**config.mk**
```make
export PLATFORM = sky130hd
export DESIGN_NAME = gci_mon_ep
export DESIGN_NICKNAME = d
export VERILOG_FILES = /design/src/rtl/gci_mon_pkg.sv /design/src/rtl/gci_mon_rx.sv /design/src/rtl/gci_mon_tx.sv /design/src/rtl/gci_mon_ci.sv /design/src/rtl/gci_mon_stat.sv /design/src/rtl/gci_mon_ep.sv
export SDC_FILE = /design/constraint.sdc
export NUM_CORES = 1
export LEC_CHECK = 0
export BUFFER_PORTS_ARGS = -buffer_cell sky130_fd_sc_hd__buf_2
export CORE_MARGIN = 2
export CORE_UTILIZATION = 45
export DETAILED_ROUTE_END_ITERATION = 10
export PLACE_DENSITY = 0.75
export SETUP_SLACK_MARGIN = 0.5
export SLEW_MARGIN = 20
export SYNTH_ARGS = -nofsm -noshare
export SYNTH_HDL_FRONTEND = slang
export SYNTH_SLANG_ARGS = --single-unit
```
**constraint.sdc**
```tcl
create_clock -name clk_i -period 1.5 [get_ports clk_i]
set_input_delay 0 -clock clk_i [delete_from_list [all_inputs] [get_ports clk_i]]
set_output_delay 0 -clock clk_i [all_outputs]
set_load 0.005 [all_outputs]
```
**src/rtl/gci_mon_pkg.sv**
```systemverilog
`timescale 1ns/1ps
package gci_mon_pkg;
  localparam int STAT_W = 8;
  localparam int B_XMR = 0;
  localparam int B_RAB = 1;
  localparam int B_RMR = 2;
  localparam int B_XAB = 3;
  localparam int B_EOM = 4;
  localparam int B_CIC = 5;
  localparam logic [STAT_W-1:0] STAT_RST = STAT_W'(1) << B_XMR;

  typedef enum logic [1:0] {RX_IDLE, RX_CAND, RX_SKIP} rx_st_e;
endpackage

```
**src/rtl/gci_mon_rx.sv**
```systemverilog
`timescale 1ns/1ps
module gci_mon_rx
  import gci_mon_pkg::*;
#(
  parameter int DATA_W = 8
) (
  input  logic              clk_i,
  input  logic              rst_ni,
  input  logic              frame_i,
  input  logic [DATA_W-1:0] byte_i,
  input  logic              mx_i,
  output logic [DATA_W-1:0] data_o,
  output logic              ack_o,
  output logic              abt_o,
  output logic              evt_acc_o,
  output logic              evt_mis_o,
  output logic              evt_eom_o
);
  rx_st_e            st_q, st_d;
  logic [DATA_W-1:0] cand_q, cand_d, data_q, data_d;
  logic              ack_q, ack_d, abt_q, abt_d;
  logic              prev_q, prev_d, open_q, open_d;

  always_comb begin
    st_d      = st_q;
    cand_d    = cand_q;
    data_d    = data_q;
    ack_d     = ack_q;
    abt_d     = abt_q;
    prev_d    = prev_q;
    open_d    = open_q;
    evt_acc_o = 1'b0;
    evt_mis_o = 1'b0;
    evt_eom_o = 1'b0;
    if (frame_i) begin
      prev_d = mx_i;
      abt_d  = 1'b0;
      if (!mx_i) begin
        st_d = RX_IDLE;
        if (!prev_q && open_q) begin
          evt_eom_o = 1'b1;
          open_d    = 1'b0;
        end
      end else begin
        unique case (st_q)
          RX_IDLE: begin
            st_d   = RX_CAND;
            cand_d = byte_i;
          end
          RX_CAND: begin
            if (byte_i == cand_q) begin
              evt_acc_o = 1'b1;
              data_d    = byte_i;
              ack_d     = ~ack_q;
              open_d    = 1'b1;
              st_d      = RX_SKIP;
            end else begin
              evt_mis_o = 1'b1;
              abt_d     = 1'b1;
              open_d    = 1'b0;
              st_d      = RX_IDLE;
            end
          end
          default: st_d = RX_IDLE;  // frame after acceptance ignored
        endcase
      end
    end
  end

  always_ff @(posedge clk_i or negedge rst_ni) begin
    if (!rst_ni) begin
      st_q   <= RX_IDLE;
      cand_q <= '0;
      data_q <= '0;
      ack_q  <= 1'b0;
      abt_q  <= 1'b0;
      prev_q <= 1'b0;
      open_q <= 1'b0;
    end else begin
      st_q   <= st_d;
      cand_q <= cand_d;
      data_q <= data_d;
      ack_q  <= ack_d;
      abt_q  <= abt_d;
      prev_q <= prev_d;
      open_q <= open_d;
    end
  end

  assign data_o = data_q;
  assign ack_o  = ack_q;
  assign abt_o  = abt_q;
endmodule

```
**src/rtl/gci_mon_tx.sv**
```systemverilog
`timescale 1ns/1ps
module gci_mon_tx #(
  parameter int DATA_W = 8
) (
  input  logic              clk_i,
  input  logic              rst_ni,
  input  logic              frame_i,
  input  logic              mr_i,
  input  logic              rabt_i,
  input  logic              wr_i,
  input  logic [DATA_W-1:0] wdata_i,
  output logic [DATA_W-1:0] byte_o,
  output logic              mx_o,
  output logic              wr_ok_o,
  output logic              evt_rdy_o,
  output logic              evt_rab_o
);
  logic              full_q, full_d, seen_q, seen_d;
  logic [DATA_W-1:0] byte_q, byte_d;

  always_comb begin
    full_d    = full_q;
    byte_d    = byte_q;
    seen_d    = seen_q;
    evt_rdy_o = 1'b0;
    evt_rab_o = 1'b0;
    wr_ok_o   = wr_i && !full_q;
    if (frame_i) begin
      seen_d = mr_i;
      if (rabt_i) begin
        evt_rab_o = 1'b1;
        if (full_q) begin
          full_d    = 1'b0;
          evt_rdy_o = 1'b1;
        end
      end else if (full_q && (mr_i != seen_q)) begin
        full_d    = 1'b0;
        evt_rdy_o = 1'b1;
      end
    end
    if (wr_ok_o) begin
      full_d = 1'b1;
      byte_d = wdata_i;
    end
  end

  always_ff @(posedge clk_i or negedge rst_ni) begin
    if (!rst_ni) begin
      full_q <= 1'b0;
      byte_q <= '0;
      seen_q <= 1'b0;
    end else begin
      full_q <= full_d;
      byte_q <= byte_d;
      seen_q <= seen_d;
    end
  end

  assign byte_o = byte_q;
  assign mx_o   = full_q;
endmodule

```
**src/rtl/gci_mon_ci.sv**
```systemverilog
`timescale 1ns/1ps
module gci_mon_ci #(
  parameter int CI_W = 4
) (
  input  logic            clk_i,
  input  logic            rst_ni,
  input  logic            frame_i,
  input  logic [CI_W-1:0] ci_i,
  output logic [CI_W-1:0] ci_o,
  output logic            evt_o
);
  logic [CI_W-1:0] ci_q;

  assign evt_o = frame_i && (ci_i != ci_q);

  always_ff @(posedge clk_i or negedge rst_ni) begin
    if (!rst_ni)    ci_q <= '0;
    else if (evt_o) ci_q <= ci_i;
  end

  assign ci_o = ci_q;
endmodule

```
**src/rtl/gci_mon_stat.sv**
```systemverilog
`timescale 1ns/1ps
module gci_mon_stat
  import gci_mon_pkg::*;
(
  input  logic              clk_i,
  input  logic              rst_ni,
  input  logic [STAT_W-1:0] set_i,
  input  logic [STAT_W-1:0] clr_i,
  output logic [STAT_W-1:0] stat_o
);
  logic [STAT_W-1:0] stat_q;

  // set wins over clear
  always_ff @(posedge clk_i or negedge rst_ni) begin
    if (!rst_ni) stat_q <= STAT_RST;
    else         stat_q <= (stat_q & ~clr_i) | set_i;
  end

  assign stat_o = stat_q;
endmodule

```
**src/rtl/gci_mon_ep.sv**
```systemverilog
`timescale 1ns/1ps
module gci_mon_ep
  import gci_mon_pkg::*;
#(
  parameter int DATA_W = 8,
  parameter int CI_W   = 4
) (
  input  logic              clk_i,
  input  logic              rst_ni,
  input  logic              frame_i,
  input  logic [DATA_W-1:0] rx_byte_i,
  input  logic              rx_mx_i,
  input  logic              rx_mr_i,
  input  logic              rx_abt_i,
  input  logic [CI_W-1:0]   rx_ci_i,
  input  logic              rd_i,
  input  logic              wr_i,
  input  logic [DATA_W-1:0] wdata_i,
  output logic [STAT_W-1:0] status_o,
  output logic              irq_o,
  output logic [DATA_W-1:0] rx_data_o,
  output logic [CI_W-1:0]   ci_o,
  output logic [DATA_W-1:0] tx_byte_o,
  output logic              tx_mx_o,
  output logic              tx_mr_o,
  output logic              tx_abt_o
);
  logic              evt_acc, evt_mis, evt_eom, evt_rdy, evt_rab, evt_cic, wr_ok;
  logic [STAT_W-1:0] set_v, clr_v;

  gci_mon_rx #(.DATA_W(DATA_W)) u_rx (
    .clk_i     (clk_i),
    .rst_ni    (rst_ni),
    .frame_i   (frame_i),
    .byte_i    (rx_byte_i),
    .mx_i      (rx_mx_i),
    .data_o    (rx_data_o),
    .ack_o     (tx_mr_o),
    .abt_o     (tx_abt_o),
    .evt_acc_o (evt_acc),
    .evt_mis_o (evt_mis),
    .evt_eom_o (evt_eom)
  );

  gci_mon_tx #(.DATA_W(DATA_W)) u_tx (
    .clk_i     (clk_i),
    .rst_ni    (rst_ni),
    .frame_i   (frame_i),
    .mr_i      (rx_mr_i),
    .rabt_i    (rx_abt_i),
    .wr_i      (wr_i),
    .wdata_i   (wdata_i),
    .byte_o    (tx_byte_o),
    .mx_o      (tx_mx_o),
    .wr_ok_o   (wr_ok),
    .evt_rdy_o (evt_rdy),
    .evt_rab_o (evt_rab)
  );

  gci_mon_ci #(.CI_W(CI_W)) u_ci (
    .clk_i   (clk_i),
    .rst_ni  (rst_ni),
    .frame_i (frame_i),
    .ci_i    (rx_ci_i),
    .ci_o    (ci_o),
    .evt_o   (evt_cic)
  );

  always_comb begin
    set_v        = '0;
    set_v[B_XMR] = evt_rdy;
    set_v[B_RAB] = evt_rab;
    set_v[B_RMR] = evt_acc;
    set_v[B_XAB] = evt_mis;
    set_v[B_EOM] = evt_eom;
    set_v[B_CIC] = evt_cic;
    clr_v        = rd_i ? '1 : '0;
    clr_v[B_XMR] = rd_i | wr_ok;
  end

  gci_mon_stat u_stat (
    .clk_i  (clk_i),
    .rst_ni (rst_ni),
    .set_i  (set_v),
    .clr_i  (clr_v),
    .stat_o (status_o)
  );

  assign irq_o = |status_o;
endmodule

```
==> results of run 1 <==
[metal layers]
layer | track usage [%] | up-vias | part of all wire (%)
li1 | - | 659 | -
met1 | 24.8 | 714 | 41
met2 | 38.1 | 34 | 53
met3 | 4.83 | 13 | 3.4
met4 | 13.3 | 0 | 2.8
met5 | 0 | - | 0
[report_power, final]
group	total [mW]	leakage, nW	internal [mW]	switching, mW
clock	0.823	0.0515	0.420	0.402
sequential	1.49	0.552	1.36	0.130
combinational	0.750	0.859	0.483	0.267
[cells in the final DEF (no fill, tap or decap)]
| cell | count |
|---|---|
| o21bai_4 | 1 |
| buf_2 | 58 |
| o211ai_1 | 1 |
| nand4b_2 | 1 |
| a22o_1 | 3 |
| xnor2_2 | 3 |
| inv_1 | 5 |
| nor3_4 | 2 |
| xor2_1 | 2 |
| a21o_1 | 1 |
| a21o_2 | 3 |
| nor2b_1 | 3 |
| mux2_2 | 5 |
| xnor2_1 | 9 |
| nor2b_2 | 1 |
| o21a_1 | 1 |
| nand4_1 | 3 |
| dfrtp_1 | 43 |
| nand2_1 | 3 |
| a21oi_1 | 1 |
| dfstp_2 | 1 |
| buf_12 | 1 |
| clkbuf_8 | 7 |
| mux2_4 | 24 |
| buf_6 | 10 |
| buf_4 | 12 |
| o21ai_0 | 1 |
| o21ai_1 | 2 |
| nor4_2 | 2 |
| clkbuf_1 | 1 |
| nor3_1 | 1 |
| dlygate4sd3_1 | 27 |
[flip-flops by register name (all words and copies together), names as in the netlist]
name           flops
u_rx.data_o        8
u_rx.open_q        1
u_stat.stat_o      8
u_tx.seen_q        1
u_rx.abt_o         1
u_rx.ack_o         1
u_rx.cand_q        8
u_rx.prev_q        1
u_tx.byte_o        8
u_ci.ci_o          4
u_rx.st_q          2
u_tx.mx_o          1
[worst max path at each step]
stage / to / slack, ns
2_1_floorplan: u_rx.data_o[0] / 0.008
3_3_place_gp: u_rx.data_o[2] / -0.009
3_5_place_dp: u_rx.data_o[6] / -0.07
4_1_cts: u_rx.data_o[1] / -0.07
5_1_grt: u_rx.data_o[1] / -0.17
6_report: u_rx.data_o[1] / -0.11
[worst reg2reg max path, cell delays in order (launching register included)]
cell and delay, ns:
dfrtp_1 0.42, xnor2_1 0.16, nand4_1 0.19, nor3_4 0.25
buf_6 0.17, mux2_4 0.30
[final cells by class]
| cell class | instances | area (µm²) |
|---|---|---|
| Clock buffer | 8 | 100 |
| Fill cell | 257 | 1060 |
| Inverter | 5 | 18.8 |
| Multi-Input combinational cell | 73 | 811 |
| Sequential cell | 44 | 1100 |
| Tap cell | 50 | 62.6 |
| Timing Repair Buffer | 108 | 783 |
[cells by family (layout without fill, tap and decap cells)]
kind of cell              count (synthesis)  count (layout)  synth area share [%]
buffers and inverters                     8             121                  2.12
and+or+nand+nor                          16              16                  6.22
AOI/OAI and AO/OA                        14              14                  5.61
xor gates and xnor gates                 14              14                  6.70
DFF                                      44              44                  60.3
muxes                                    29              29                  19.1
[stage by stage]
| step | power [mW] | setup WS, ns |
|---|---|---|
| after floorplan | 1.83 | 0.00779 |
| after global placement | 2.06 | -0.00855 |
| after detailed placement | 2.10 | -0.0749 |
| after CTS | 3.02 | -0.0692 |
| after global routing | 3.21 | -0.171 |
| final | 3.06 | -0.114 |
[what timing repair did]
action                     in CTS  in global routing
setup endpoints to repair      31                 35
pin swaps                       7                 11
buffers inserted                5                  7
resized for setup              15                  7
hold endpoints to repair       77                  3
hold buffers                   24                  3
cloned                          0                  0
==> flow_summary.toml, run 1 <==
[worst_setup_path]
cp_data_arrival_time_ns = 1.80
reg2reg_depth = 5
crit_start = "u_rx.cand_q[3]"
crit_fanout = 6
timing.critical_path.slowest_stage_cell = "dfrtp_1"
r2r_setup_slack_ns = -0.11
required_ns = 1.69
rr_startpoint = "u_rx.cand_q[3]"
cp-end-kind = "flop"
cp-start-kind = "flop"
cp.depth = 5
crit_type = "flop to flop"
crit_chain = "xnor2_1 -> nand4_1 -> nor3_4 -> buf_6 -> mux2_4"
path_delay_family = "simple AND/OR/NAND/NOR gates"
r2r_end = "u_rx.data_o[1]"
max_stage_delay_ns = 0.42
path_buf_inv = 1

[finish]
fin_util_pct = 73.0
syn_to_final_growth_pct = 57.3
drive_gt1_share_pct = 55.0
layout.nets = 265
fin_cells = 288
fin_area_um2 = 2880
diodes = 0

[status]
violations = "negative setup slack"
status = "complete, but fails checks"

[floorplanning]
fp-row-count = 23
design.core.area_um2 = 3940
fp.dieW_um = 67.8
initial_core_util_pct = 46.4
die_area_um2 = 4590
dieHeight_um = 67.8
ios = 60

[power_and_ir_drop]
power.density_nw_per_um2 = 1060
ir_worst_vdd_mv = 0.739
p_leak_nw = 1.46

[timing]
worst_pin_slew_ns = 0.242
min_period_ns = 1.61
relSlewSlack_pct = 83.8
period_share_pct = 108
setup_violations = 12
rsz0062_at_grt = "true"
skew_ns = 0.0112
setup_tns_ns = -0.971
finalMaxSlewViolations = 0
hold_viol_final = 0
hold_slack_ns = 0.0362
final.setup.worst_slack_ns = -0.114
max_freq_mhz = 620

[detailed_routing]
routedWlPerCell_um = 16.4
firstDrtPassIters = 4
wl_um = 4720
drc = 0
vias = 1420
avgViaCountPerCell = 4.93
drt_iter0_drc = 84
antenna_left = 0

[placed_design]
placed_cell_area_um2 = 2310
placedCellCount = 241
hpwl_um = 2910
gp_congestion = 0.880
io_buffer_count = 59

[synthesis]
ys_top_cells_by_count = "dfrtp_1 (43), mux2_2 (23), xnor2_1 (12)"
synth_top_area_share_pct = 58.8
avgSynthCellArea_um2 = 14.6
synth_cell_types = 26
ys_ff_latch = 44
synth-edff-count = 0
yosysWarnings = 0
async_reset_ff_share_pct = 100
synth.net_count = 153
ys.flop_type = "dfrtp_1"
synthTopCellsByArea = "dfrtp_1 (59%), mux2_2 (14%), xnor2_1 (5.7%)"
yosysMostFrequentCell = "dfrtp_1"
synthCells = 125
synth_area_um2 = 1830
synth_top_area_cell = "dfrtp_1"
ys_seq_area_share_pct = 60.3

[cts]
cts_htree_levels = 2
cts.sinks = 44
clk_path_buf_depth = 2
cts_root_buf = "clkbuf_8"
clkLatencyLatePin_ns = 0.31
clk_pin_slew_worst_paths_ns = 0.09
cts_tree = "done"
cts_made_buffers = 5

[worst_hold_path]
hold_class = "input pin to flop"
whs_endpoint = "u_rx.prev_q"
min_delay_path_depth = 3
hold_start = "rx_mx_i"

[global_routing]
grt_max_degree = 45
grt_overflow = 0
grt_usage_pct = 22.1
antenna_found_initial = 0
grt_pass1_wl_um = 7150
grt_pass1_vias = 1495

[flow_run]
drv_cap = 0
Power figures use the tool's default switching activity.
==> inputs of run 2 (changes only) <==
--- a/config.mk
+++ b/config.mk
@@ -9,7 +9,7 @@
 export CORE_MARGIN = 2
 export CORE_UTILIZATION = 45
 export DETAILED_ROUTE_END_ITERATION = 10
-export PLACE_DENSITY = 0.75
+export PLACE_DENSITY_LB_ADDON = 0.1
 export SETUP_SLACK_MARGIN = 0.5
 export SLEW_MARGIN = 20
 export SYNTH_ARGS = -nofsm -noshare
==> flow_summary.toml, run 2 (same netlist as run 1, synthesis figures left out) <==
[cts]
cts_tree = "done"
cts.sinks = 44
clk_path_buf_depth = 2
clkLatencyLatePin_ns = 0.29
cts_root_buf = "clkbuf_8"
clk_pin_slew_worst_paths_ns = 0.08
cts_made_buffers = 5
cts_htree_levels = 2

[power_and_ir_drop]
power.total_mw = 2.99
p_clk_share_pct = 25.3
p_leak_nw = 1.47
power_frac_comb_pct = 25.5
p_int_mw = 2.22
swShare_pct = 25.7
p_switching_mw = 0.767
power.density_nw_per_um2 = 1040
ir_worst_vdd_mv = 0.571
seqPwrFrac_pct = 49.3

[floorplanning]
design.core.area_um2 = 3940
initial_core_util_pct = 46.4
ios = 60
fp-row-count = 23
die_area_um2 = 4590
fp.dieW_um = 67.8
dieHeight_um = 67.8

[finish]
fin_cells = 290
syn_to_final_growth_pct = 56.7
diodes = 0
layout.nets = 267
drive_gt1_share_pct = 56.7
fin_util_pct = 72.7
layout_commonest_cell = "buf_2"
final_cell_mix = "buf_2 (59), dfrtp_1 (43), dlygate4sd3_1 (25), mux2_4 (23), buf_4 (17)"

[timing]
hold_viol_final = 1
max_freq_mhz = 617
min_period_ns = 1.62
skew_ns = 0.00726
hold_slack_ns = -0.00107
worst_pin_slew_ns = 0.476
period_share_pct = 108
rsz0062_at_grt = "true"
final.setup.worst_slack_ns = -0.121
relSlewSlack_pct = 68.3
setup_violations = 9
finalMaxSlewViolations = 0

[detailed_routing]
vias = 1452
wl_um = 4350
avgViaCountPerCell = 5.01
drt_iter0_drc = 51
antenna_left = 0
firstDrtPassIters = 4
routedWlPerCell_um = 15.0
drc = 0

[global_routing]
met1_usage_pct = 24.6
grt_usage_pct = 19.9
busiest_layer = "met2"
grt_pass1_wl_um = 6670
grt_pass1_vias = 1481
grt_overflow = 0
grt_max_degree = 23
use_met2_pct = 33.6
met3_usage_pct = 4.33
antenna_found_initial = 0

[placed_design]
io_buffer_count = 59
placedCellCount = 245
hpwl_um = 2870
gp_congestion = 0.744

[worst_setup_path]
timing.critical_path.slowest_stage_cell = "dfrtp_1"
required_ns = 1.68
r2r_setup_slack_ns = -0.12
cp-start-kind = "flop"
cp_data_arrival_time_ns = 1.80
crit_fanout = 5
max_stage_delay_ns = 0.40
crit_type = "flop to flop"
rr_startpoint = "u_rx.cand_q[1]"
crit_chain = "xnor2_1 -> nand4_1 -> nor3_4 -> buf_6 -> mux2_4"
cp-end-kind = "flop"
r2r_end = "u_rx.data_o[6]"
reg2reg_depth = 5

[worst_hold_path]
whs_endpoint = "u_rx.data_o[3]"
min_delay_path_depth = 2
hold_start = "rx_byte_i[3]"
hold_class = "input pin to flop"

[flow_run]
drv_cap = 0

[status]
violations = "negative hold slack, negative setup slack"
status = "complete, but fails checks"
[run 2: timing repair]
action,in CTS,in global routing
buffers inserted,7,5
resized for setup,12,7
pin swaps,3,10
endpoints found under the setup margin,32,34
hold endpoints to repair,55,0
hold buffers,25,0
gates cloned,0,0
[run 2: critical path: cells and delay by family, from the launching register on]
family	cells	cell delay, ns
AND/OR/NAND/NOR	2	0.48
flip-flops	1	0.40
multiplexers	1	0.30
buffers and inverters	1	0.17
XOR/XNOR	1	0.16
[run 2: layer usage]
layer,share of wire [%],wire [µm],vias to the layer above
met5,0,0,-
met4,1.4,63,0
met3,5.6,243,6
met2,52,2240,48
met1,41,1800,732
li1,-,-,666
[run 2: worst max-delay path by stage]
stage,startpoint,end,slack [ns],cells after the start
2_1_floorplan,u_rx.cand_q[3],u_rx.data_o[0],0.008,5
6_report,u_rx.cand_q[1],u_rx.data_o[6],-0.12,5
3_5_place_dp,u_rx.cand_q[3],u_rx.data_o[7],-0.11,5
3_3_place_gp,u_rx.cand_q[1],u_rx.data_o[6],-0.04,5
4_1_cts,u_rx.cand_q[3],u_rx.data_o[3],-0.10,5
5_1_grt,u_rx.cand_q[7],u_rx.data_o[6],-0.22,5
[run 2: power by group through the flow]
stage	sequential [mW]	combinational (mW)	clock [mW]
6_report	1.47	0.760	0.754
5_1_grt	1.49	0.827	0.825
4_1_cts	1.47	0.712	0.775
3_5_place_dp	1.49	0.616	0
3_3_place_gp	1.47	0.604	0
2_1_floorplan	1.49	0.339	0
[run 2: metrics by stage]
stage	TNS, ns	hold slack [ns]	setup slack [ns]	area (µm²)
2_1_floorplan	0	-0.296	0.00779	1890
3_3_place_gp	-0.228	-0.0248	-0.0438	2340
3_5_place_dp	-0.659	-0.0157	-0.109	2340
4_1_cts	-0.685	-0.0237	-0.103	2780
5_1_grt	-2.06	0.00111	-0.223	2870
6_report	-0.934	-0.00107	-0.121	2870
[run 2: area by class of cell]
class	count	area [µm²]
Sequential cell	44	1100
Fill cell	288	1080
Multi-Input combinational cell	73	807
Timing Repair Buffer	110	783
Clock buffer	6	82.6
Tap cell	50	62.6
Inverter	5	18.8
Clock inverter	2	10.0
